## src/rtl/ssa_pkg.sv

```systemverilog
package ssa_pkg;
  localparam int unsigned BYTE_W = 8;
  localparam int unsigned M_EN   = 7;
  localparam int unsigned M_AUTO = 6;
  localparam int unsigned M_RPT  = 5;
  localparam int unsigned M_MST  = 4;
  localparam int unsigned M_TXE  = 3;
  localparam int unsigned M_RXE  = 2;
  localparam int unsigned M_LSB  = 1;

  localparam logic [1:0] REG_MODE = 2'd0;
  localparam logic [1:0] REG_END  = 2'd1;
  localparam logic [1:0] REG_DATA = 2'd2;
  localparam logic [1:0] REG_CTRL = 2'd3;

  typedef enum logic [1:0] {
    SEQ_IDLE = 2'd0,
    SEQ_LOAD = 2'd1,
    SEQ_RUN  = 2'd2
  } seq_state_e;
endpackage

```

## src/rtl/ssa_sck_gen.sv

```systemverilog
module ssa_sck_gen #(
  parameter int unsigned DIV = 4
) (
  input  logic clk_i,
  input  logic rst_ni,
  input  logic master_i,
  input  logic active_i,
  input  logic sck_i,
  output logic sck_o,
  output logic fall_o,
  output logic rise_o
);
  localparam int unsigned HALF = (DIV < 2) ? 1 : DIV / 2;
  localparam int unsigned CW   = (HALF > 1) ? $clog2(HALF) : 1;

  logic [CW-1:0] cnt_q;
  logic          sck_q;
  logic [2:0]    sync_q;
  logic          tick;
  logic          m_fall, m_rise, s_fall, s_rise;

  assign tick = active_i && master_i && (cnt_q == CW'(HALF - 1));

  always_ff @(posedge clk_i or negedge rst_ni) begin
    if (!rst_ni) begin
      cnt_q  <= '0;
      sck_q  <= 1'b1;
      sync_q <= 3'b111;
    end else begin
      sync_q <= {sync_q[1:0], sck_i};
      if (!active_i || !master_i) begin
        cnt_q <= '0;
        sck_q <= 1'b1;
      end else if (tick) begin
        cnt_q <= '0;
        sck_q <= ~sck_q;
      end else begin
        cnt_q <= cnt_q + 1'b1;
      end
    end
  end

  assign m_fall = tick && sck_q;
  assign m_rise = tick && !sck_q;
  // slave edges seen on the two-flop synchronized copy
  assign s_fall = sync_q[2] && !sync_q[1];
  assign s_rise = !sync_q[2] && sync_q[1];

  assign fall_o = master_i ? m_fall : s_fall;
  assign rise_o = master_i ? m_rise : s_rise;
  assign sck_o  = sck_q;

  AST_SCK_IDLE_HIGH: assert property (@(posedge clk_i) disable iff (!rst_ni)
    !active_i |=> sck_q);

endmodule

```

## src/rtl/ssa_shift_eng.sv

```systemverilog
module ssa_shift_eng import ssa_pkg::*; (
  input  logic              clk_i,
  input  logic              rst_ni,
  input  logic              start_i,
  input  logic [BYTE_W-1:0] tx_i,
  input  logic              lsb_first_i,
  input  logic              fall_i,
  input  logic              rise_i,
  input  logic              sdi_i,
  output logic              active_o,
  output logic              sdo_o,
  output logic              done_o,
  output logic [BYTE_W-1:0] rx_o
);
  localparam int unsigned CNT_W = $clog2(BYTE_W);

  logic [BYTE_W-1:0] sh_q;
  logic [CNT_W-1:0]  cnt_q;
  logic              active_q;
  logic              sdo_q;
  logic              done_q;

  always_ff @(posedge clk_i or negedge rst_ni) begin
    if (!rst_ni) begin
      sh_q     <= '0;
      cnt_q    <= '0;
      active_q <= 1'b0;
      sdo_q    <= 1'b0;
      done_q   <= 1'b0;
    end else begin
      done_q <= 1'b0;
      if (start_i && !active_q) begin
        sh_q     <= tx_i;
        cnt_q    <= '0;
        active_q <= 1'b1;
      end else if (active_q) begin
        if (fall_i) begin
          sdo_q <= lsb_first_i ? sh_q[0] : sh_q[BYTE_W-1];
        end else if (rise_i) begin
          sh_q  <= lsb_first_i ? {sdi_i, sh_q[BYTE_W-1:1]} : {sh_q[BYTE_W-2:0], sdi_i};
          cnt_q <= cnt_q + 1'b1;
          if (cnt_q == CNT_W'(BYTE_W - 1)) begin
            active_q <= 1'b0;
            done_q   <= 1'b1;
          end
        end
      end
    end
  end

  assign active_o = active_q;
  assign sdo_o    = sdo_q;
  assign done_o   = done_q;
  assign rx_o     = sh_q;

  AST_DONE_ENDS_SHIFT: assert property (@(posedge clk_i) disable iff (!rst_ni)
    done_q |-> !active_q);

endmodule

```

## src/rtl/ssa_buf_ram.sv

```systemverilog
module ssa_buf_ram import ssa_pkg::*; #(
  parameter int unsigned DEPTH = 32
) (
  input  logic                     clk_i,
  input  logic                     rst_ni,
  input  logic                     we_a_i,
  input  logic [$clog2(DEPTH)-1:0] addr_a_i,
  input  logic [BYTE_W-1:0]        wd_a_i,
  output logic [BYTE_W-1:0]        rd_a_o,
  input  logic                     we_b_i,
  input  logic [$clog2(DEPTH)-1:0] addr_b_i,
  input  logic [BYTE_W-1:0]        wd_b_i,
  output logic [BYTE_W-1:0]        rd_b_o
);
  logic [BYTE_W-1:0] mem_q [DEPTH];
  logic [DEPTH-1:0]  vld_q;

  // storage holds no reset; the valid map hides stale entries
  always_ff @(posedge clk_i) begin
    for (int i = 0; i < DEPTH; i++) begin
      if (we_b_i && (addr_b_i == i[$clog2(DEPTH)-1:0]))
        mem_q[i] <= wd_b_i;
      else if (we_a_i && (addr_a_i == i[$clog2(DEPTH)-1:0]))
        mem_q[i] <= wd_a_i;
    end
  end

  always_ff @(posedge clk_i or negedge rst_ni) begin
    if (!rst_ni) begin
      vld_q <= '0;
    end else begin
      if (we_a_i) vld_q[addr_a_i] <= 1'b1;
      if (we_b_i) vld_q[addr_b_i] <= 1'b1;
    end
  end

  assign rd_a_o = vld_q[addr_a_i] ? mem_q[addr_a_i] : '0;
  assign rd_b_o = vld_q[addr_b_i] ? mem_q[addr_b_i] : '0;

endmodule

```

## src/rtl/ssa_auto_seq.sv

```systemverilog
module ssa_auto_seq import ssa_pkg::*; #(
  parameter int unsigned AW = 5
) (
  input  logic              clk_i,
  input  logic              rst_ni,
  input  logic              go_i,
  input  logic              repeat_i,
  input  logic [AW-1:0]     end_i,
  input  logic              byte_done_i,
  input  logic              rxe_i,
  input  logic [BYTE_W-1:0] rx_i,
  output logic [AW-1:0]     ctr_o,
  output logic              run_o,
  output logic              eng_start_o,
  output logic              ram_we_o,
  output logic [BYTE_W-1:0] ram_wd_o,
  output logic              pass_end_o
);
  seq_state_e    state_q;
  logic [AW-1:0] ctr_q;
  logic          at_end;
  logic          handle;

  assign handle = (state_q == SEQ_RUN) && byte_done_i;
  assign at_end = (ctr_q == end_i);

  always_ff @(posedge clk_i or negedge rst_ni) begin
    if (!rst_ni) begin
      state_q <= SEQ_IDLE;
      ctr_q   <= '0;
    end else begin
      unique case (state_q)
        SEQ_IDLE: if (go_i) begin
          ctr_q   <= '0;
          state_q <= SEQ_LOAD;
        end
        SEQ_LOAD: state_q <= SEQ_RUN;
        SEQ_RUN: if (byte_done_i) begin
          if (!at_end) begin
            ctr_q   <= ctr_q + 1'b1;
            state_q <= SEQ_LOAD;
          end else if (repeat_i) begin
            ctr_q   <= '0;
            state_q <= SEQ_LOAD;
          end else begin
            state_q <= SEQ_IDLE;
          end
        end
        default: state_q <= SEQ_IDLE;
      endcase
    end
  end

  // LOAD reads the entry one cycle after any write-back to it
  assign eng_start_o = (state_q == SEQ_LOAD);
  assign ram_we_o    = handle && rxe_i;
  assign ram_wd_o    = rx_i;
  assign pass_end_o  = handle && at_end;
  assign run_o       = (state_q != SEQ_IDLE);
  assign ctr_o       = ctr_q;

  AST_WRAP_TO_ZERO: assert property (@(posedge clk_i) disable iff (!rst_ni)
    (handle && at_end && repeat_i) |=> (ctr_q == '0 && state_q == SEQ_LOAD));
  AST_SINGLE_STOP: assert property (@(posedge clk_i) disable iff (!rst_ni)
    (handle && at_end && !repeat_i) |=> (state_q == SEQ_IDLE));

endmodule

```

## src/rtl/sync_serial_autobuf.sv

```systemverilog
module sync_serial_autobuf import ssa_pkg::*; #(
  parameter int unsigned DEPTH = 32,
  parameter int unsigned DIV   = 4
) (
  input  logic                   clk_i,
  input  logic                   rst_ni,
  input  logic [$clog2(DEPTH):0] addr_i,
  input  logic                   wr_en_i,
  input  logic [BYTE_W-1:0]      wmask_i,
  input  logic [BYTE_W-1:0]      wdata_i,
  output logic [BYTE_W-1:0]      rdata_o,
  output logic                   sck_o,
  input  logic                   sck_i,
  output logic                   sdo_o,
  input  logic                   sdi_i,
  output logic                   busy_o,
  output logic                   done_o
);
  localparam int unsigned AW = $clog2(DEPTH);

  logic [BYTE_W-1:0] mode_q;
  logic              en, auto_md, rpt, mst, txe, rxe, lsb;
  logic              unit_rst_n;
  logic              reg_wr, buf_wr;
  logic [1:0]        sub;
  logic [AW-1:0]     end_q;
  logic [BYTE_W-1:0] rx_q;
  logic              busy_q, done_q;
  logic              one_start, go;

  logic              eng_active, eng_done, eng_start, sdo_raw;
  logic [BYTE_W-1:0] eng_rx, eng_tx;
  logic              sck_raw, fall_stb, rise_stb;

  logic [AW-1:0]     ctr;
  logic              seq_run, seq_start, seq_we, pass_end;
  logic [BYTE_W-1:0] seq_wd, ram_rd_a, ram_rd_b;
  logic              byte1_done;

  assign en      = mode_q[M_EN];
  assign auto_md = mode_q[M_AUTO];
  assign rpt     = mode_q[M_RPT];
  assign mst     = mode_q[M_MST];
  assign txe     = mode_q[M_TXE];
  assign rxe     = mode_q[M_RXE];
  assign lsb     = mode_q[M_LSB];

  // enable bit doubles as the unit's asynchronous reset
  assign unit_rst_n = rst_ni & en;

  assign sub    = addr_i[1:0];
  assign reg_wr = wr_en_i && addr_i[AW];
  assign buf_wr = wr_en_i && !addr_i[AW] && en;

  always_ff @(posedge clk_i or negedge rst_ni) begin
    if (!rst_ni)
      mode_q <= '0;
    else if (reg_wr && sub == REG_MODE)
      mode_q <= ((mode_q & ~wmask_i) | (wdata_i & wmask_i)) & 8'hFE;
  end

  assign one_start = reg_wr && (sub == REG_DATA) && !auto_md && !busy_q;
  assign go        = reg_wr && (sub == REG_CTRL) && auto_md && !busy_q
                     && wmask_i[0] && wdata_i[0];
  assign byte1_done = eng_done && !seq_run;

  always_ff @(posedge clk_i or negedge unit_rst_n) begin
    if (!unit_rst_n) begin
      end_q  <= '0;
      rx_q   <= '0;
      busy_q <= 1'b0;
      done_q <= 1'b0;
    end else begin
      if (reg_wr && sub == REG_END)
        end_q <= (end_q & ~wmask_i[AW-1:0]) | (wdata_i[AW-1:0] & wmask_i[AW-1:0]);
      if (byte1_done && rxe)
        rx_q <= eng_rx;
      if (one_start || go)
        busy_q <= 1'b1;
      else if (byte1_done || (pass_end && !rpt))
        busy_q <= 1'b0;
      done_q <= byte1_done || pass_end;
    end
  end

  assign eng_start = one_start || seq_start;
  assign eng_tx    = one_start ? wdata_i : ram_rd_b;

  ssa_sck_gen #(.DIV(DIV)) u_sck (
    .clk_i    (clk_i),
    .rst_ni   (unit_rst_n),
    .master_i (mst),
    .active_i (eng_active),
    .sck_i    (sck_i),
    .sck_o    (sck_raw),
    .fall_o   (fall_stb),
    .rise_o   (rise_stb)
  );

  ssa_shift_eng u_eng (
    .clk_i       (clk_i),
    .rst_ni      (unit_rst_n),
    .start_i     (eng_start),
    .tx_i        (eng_tx),
    .lsb_first_i (lsb),
    .fall_i      (fall_stb),
    .rise_i      (rise_stb),
    .sdi_i       (sdi_i),
    .active_o    (eng_active),
    .sdo_o       (sdo_raw),
    .done_o      (eng_done),
    .rx_o        (eng_rx)
  );

  ssa_auto_seq #(.AW(AW)) u_seq (
    .clk_i       (clk_i),
    .rst_ni      (unit_rst_n),
    .go_i        (go),
    .repeat_i    (rpt),
    .end_i       (end_q),
    .byte_done_i (eng_done),
    .rxe_i       (rxe),
    .rx_i        (eng_rx),
    .ctr_o       (ctr),
    .run_o       (seq_run),
    .eng_start_o (seq_start),
    .ram_we_o    (seq_we),
    .ram_wd_o    (seq_wd),
    .pass_end_o  (pass_end)
  );

  ssa_buf_ram #(.DEPTH(DEPTH)) u_ram (
    .clk_i    (clk_i),
    .rst_ni   (unit_rst_n),
    .we_a_i   (buf_wr),
    .addr_a_i (addr_i[AW-1:0]),
    .wd_a_i   (wdata_i),
    .rd_a_o   (ram_rd_a),
    .we_b_i   (seq_we),
    .addr_b_i (ctr),
    .wd_b_i   (seq_wd),
    .rd_b_o   (ram_rd_b)
  );

  always_comb begin
    rdata_o = '0;
    if (addr_i[AW]) begin
      unique case (sub)
        REG_MODE: rdata_o = mode_q;
        REG_END:  rdata_o = BYTE_W'(end_q);
        REG_DATA: rdata_o = rx_q;
        default:  rdata_o = {busy_q, {(BYTE_W-1-AW){1'b0}}, ctr};
      endcase
    end else if (en) begin
      rdata_o = ram_rd_a;
    end
  end

  assign sck_o  = !en || sck_raw;
  assign sdo_o  = en && txe && sdo_raw;
  assign busy_o = busy_q;
  assign done_o = done_q;

  AST_DONE_PULSE: assert property (@(posedge clk_i) disable iff (!unit_rst_n)
    done_q |=> !done_q);
  AST_ENGINE_UNDER_BUSY: assert property (@(posedge clk_i) disable iff (!unit_rst_n)
    eng_active |-> busy_q);
  AST_IDLE_SCK_HIGH: assert property (@(posedge clk_i) disable iff (!unit_rst_n)
    !busy_q |-> sck_o);

endmodule

```

## config.mk

```make
export PLATFORM = sky130hd
export DESIGN_NAME = sync_serial_autobuf
export DESIGN_NICKNAME = d
export VERILOG_FILES = /design/src/rtl/ssa_pkg.sv /design/src/rtl/ssa_sck_gen.sv /design/src/rtl/ssa_shift_eng.sv /design/src/rtl/ssa_buf_ram.sv /design/src/rtl/ssa_auto_seq.sv /design/src/rtl/sync_serial_autobuf.sv
export SDC_FILE = /design/constraint.sdc
export NUM_CORES = 1
export LEC_CHECK = 0
export ABC_AREA = 0
export BUFFER_PORTS_ARGS = -buffer_cell sky130_fd_sc_hd__buf_2
export CAP_MARGIN = 20
export CELL_PAD_IN_SITES_DETAIL_PLACEMENT = 0
export CELL_PAD_IN_SITES_GLOBAL_PLACEMENT = 1
export CORE_MARGIN = 8
export CORE_UTILIZATION = 35
export DETAILED_ROUTE_END_ITERATION = 12
export PLACE_DENSITY_LB_ADDON = 0.08
export SETUP_SLACK_MARGIN = 0.5
export SYNTH_ARGS = -nofsm -noshare
export SYNTH_HDL_FRONTEND = slang
export SYNTH_SLANG_ARGS = --single-unit
export TNS_END_PERCENT = 100
```

## constraint.sdc

```tcl
create_clock -name clk_i -period 4.1 [get_ports clk_i]
set_input_delay 0.205 -clock clk_i [delete_from_list [all_inputs] [get_ports clk_i]]
set_output_delay 0.205 -clock clk_i [all_outputs]
set_load 0.01 [all_outputs]
```

==> results.rst <==
.. list-table::
   :header-rows: 1

   * - Metric
     - Value
   * - Arrival time at the worst endpoint
     - 3.02 ns
   * - Source-to-sink clock delay at the later pin of the worst-skew pair
     - 0.58 ns
   * - Floorplan Core Area
     - 0.05869 sq mm
   * - Row count
     - a little under 90
   * - Cell taking the most area after synthesis
     - edfxtp_1
   * - Share of synthesized registers carrying an async set or reset
     - 0.2381
   * - First-pass iteration count of the detailed router
     - 5
   * - Startpoint types
     - primary input
   * - Kind of critical path
     - primary input to output pin
   * - Worst rel slew slack
     - 0.3064
   * - TritonCTS sink count
     - 336
   * - DRC violations left
     - 0
   * - Peak ir drop on the vdd network
     - 0.3251 mV
   * - Final setup TNS
     - 0 ns
   * - Total power of the final layout
     - 13040 uW
   * - Largest clock skew in the final design
     - 0.02102 ns
   * - Maximum fanout encountered on the critical timing path
     - 26
   * - Buffer levels on the longest clock path
     - 3
   * - Hold_ws
     - 0.2470 ns
   * - Floorplan die height
     - 258.9 um
   * - Worst min path class
     - primary input to flip-flop
   * - Post-detailed-routing wire length
     - 80.37 mm
   * - Routability Congestion
     - 0.9121
   * - Antenna-violating nets left
     - 0
   * - Commonest register cell after synthesis
     - edfxtp_1
   * - CTS Buf Count
     - 42
   * - CTS tree
     - yes
   * - Wire length of the first global-routing pass
     - about 110 mm
   * - Overall die area
     - 0.06702 sq mm
   * - Die span in x
     - 258.9 um
   * - Number of warning messages in the yosys log
     - 0
   * - Commonest non-fill, non-tap cell in the layout
     - mux2_2
   * - Final routed wire length divided by cell count
     - 36.12 um
   * - Total of flip-flops plus latches after synthesis
     - 336
   * - Residual overflow from global routing
     - 0
   * - Clock root buffer
     - clkbuf_16
   * - Boundary Pins
     - 39
   * - Via count of the first global-routing pass
     - 13.63k
   * - Fillers
     - 5444
   * - Total Routing Usage GR
     - 0.2373
   * - Pin count of the biggest net entering global routing
     - 61
   * - Kind of end point of the critical path
     - output pin
   * - Post-synth cell types
     - 80
   * - Top library cells by usage in the layout, fill and taps aside
     - 289 x mux2_2, 256 x edfxtp_1, 111 x mux4_2, 85 x mux2i_1, 69 x buf_4
   * - Maximum Capacitance Violations
     - 0
   * - Via density
     - 6.141
   * - Count of flip-flops with a built-in enable after synthesis
     - 256
   * - Initial standard-cell utilization of the core
     - 0.3519
   * - Slew Viols, Final
     - 0
   * - Final worst-path setup slack
     - 0.8734 ns
   * - Syn Inst Count
     - 1388
   * - Count of endpoints failing hold in the final timing report
     - 0
   * - Highest clock rate
     - 309.9 MHz
   * - Reg clk slew, reported paths
     - 0.06 ns
   * - Final cycle utilization of the critical path
     - 0.7870
   * - Synthesized netlist net count
     - roughly 1.4k
   * - Actual slew at the worst max-slew pin
     - 1.040 ns
   * - Synth-to-Final Area Change
     - 11.94%
   * - HPWL after DPL
     - ~55 mm
   * - RSZ-0062 raised after global routing
     - no
   * - Cell types with the largest area share after synthesis
     - edfxtp_1 37%, mux2_2 16%, mux4_2 12%
   * - Post-Place Setup Slack
     - 0.9020 ns
   * - Leakage power of the design
     - about 0.008 uW
   * - Status
     - finished clean
   * - Layout Nets
     - 1454
   * - Final number of setup-violating endpoints
     - 0
   * - Area used by multi-input combinational logic
     - 0.01008 sq mm
   * - Post-Synthesis Cell Area
     - 0.02065 sq mm
   * - Number of antenna violations at the first check in global routing
     - 2
   * - Cells resized by post-CTS repair
     - 0
   * - Postcts setup bufs
     - 0
   * - Period minus WS final
     - 3.227 ns
   * - Portion of synthesized cell area occupied by the leading cell type
     - 0.3723
   * - Required time of the critical path
     - 3.89 ns
   * - CTS H-Tree Depth
     - 2
   * - Power density relative to cell area
     - 564.2 mW/mm^2
   * - Layout cell share with drive strength beyond 1
     - 0.4690
   * - Proportion of synthesized chip area in sequential cells
     - 0.4695
   * - Vias
     - 13.66k
   * - Syn avg cell area
     - 14.88 sq um
   * - DRC marker count from the first detailed-route iteration
     - 1505
   * - Sequential cell area
     - 0.009712 sq mm
   * - PortBufs
     - 38
state kept, by name (all words and copies together) (netlist names), named ones only:
register / flops
done_o: 1
u_ram.vld_q: 32
u_seq.ctr_o: 5
u_ram.mem_q: 256
u_sck.sck_o: 1
u_seq.state_q: 2
u_eng.rx_o: 8
u_sck.cnt_q: 1
u_eng.done_o: 1
u_eng.sdo_o: 1
u_eng.cnt_q: 3
u_sck.sync_q: 3
rx_q: 8
u_eng.active_o: 1
busy_o: 1
report_power, final:
group	switching (uW)	total (uW)	internal [uW]	leakage, uW
Sequential	956	5110	4160	0.00324
Combinational	1950	4030	2080	0.00410
Clock	1550	3900	2350	0.000687
Total	4460	13000	8590	0.00803
layout make-up:
| type | instances | share of cell area |
|---|---|---|
| Clock buffer | 54 | 0.05104 |
| Multi-Input combinational cell | 906 | 0.4359 |
| Timing Repair Buffer | 122 | 0.03838 |
| Tap cell | 773 | 0.04184 |
| Sequential cell | 336 | 0.4202 |
| Antenna cell | 2 | 0.0002165 |
| Inverter | 11 | 0.001786 |
| Clock inverter | 21 | 0.01066 |
through the flow:
| stage | cell area (sq um) | instances | util |
|---|---|---|---|
| final | 23110 | 2225 | 0.3939 |
| after floorplan | 20650 | 1388 | - |
| after CTS | 23100 | 2222 | 0.3937 |
| after detailed placement | 21570 | 2136 | 0.3675 |
| after global placement | 21530 | 2132 | 0.3669 |
| after global routing | 23110 | 2223 | 0.3938 |
path summary, 6_finish.rpt:
check | slack [ns] | startpoint | depth (start not counted) | end
max in group asynchronous | 2.42 | flip-flop | 2 | u_sck.sync_q[0]
min reg2reg | 0.36 | u_sck.sync_q[0] | 0 | u_sck.sync_q[1]
max reg2reg | 0.97 | u_seq.ctr_o[0] | 6 | u_eng.rx_o[7]
min in group asynchronous | 0.50 | rst_ni | 3 | asynchronous set/reset pin
min | 0.25 | wr_en_i | 4 | busy_o
max | 0.87 | addr_i[3] | 6 | rdata_o[5]
cells by family (layout without fill, tap and decap cells):
kind of cell,after synthesis,count (layout),share of synthesized area
compound gates,187,187,0.08465
xor+xnor,6,6,0.002545
fa+ha+maj,8,8,0.004848
buf+inv,146,208,0.04302
flops,336,336,0.4695
mux,503,503,0.3406
other cells,0,2,0
simple gates,202,202,0.05484
synth_stat cells, types with 9 or more instances:
cell and instances:
mux4_1 15, nand3_1 18, buf_2 31, o21ai_0 10, a311oi_4 15, a21oi_1 12
inv_1 9, mux2_2 289, or2_2 31, nand2_1 53, o211ai_1 10, mux2i_1 85
nor2_1 35, dfrtp_1 76, a22oi_1 14, buf_6 16, edfxtp_1 256, o221ai_1 17
buf_4 9, clkbuf_1 58, o22ai_1 43, o21ai_4 10, mux4_2 111
repair_timing:
| action | 4_1_cts | 5_1_grt |
|---|---|---|
| hold endpoints to repair | 19 | 0 |
| setup endpoints to repair | 0 | 0 |
| hold buffers | 11 | 0 |
routing by layer:
| metal | wire length [um] | share of wire | vias up | global-route usage |
|---|---|---|---|---|
| met5 | 0 | 0 | - | 0 |
| met1 | 34910 | 0.43 | 7355 | 0.3241 |
| met4 | 2593 | 0.032 | 0 | 0.07327 |
| met3 | 4689 | 0.058 | 107 | 0.04111 |
| met2 | 38180 | 0.48 | 536 | 0.3829 |
| li1 | - | - | 5666 | - |
critical path: stages:
cell and delay [ns]:
buf_2 0.68, nand2b_1 0.66, o2111ai_1 0.70, nand4b_2 0.31, o22ai_1 0.26, buf_2 0.17
Note: power is estimated with default switching activity, not from simulation.
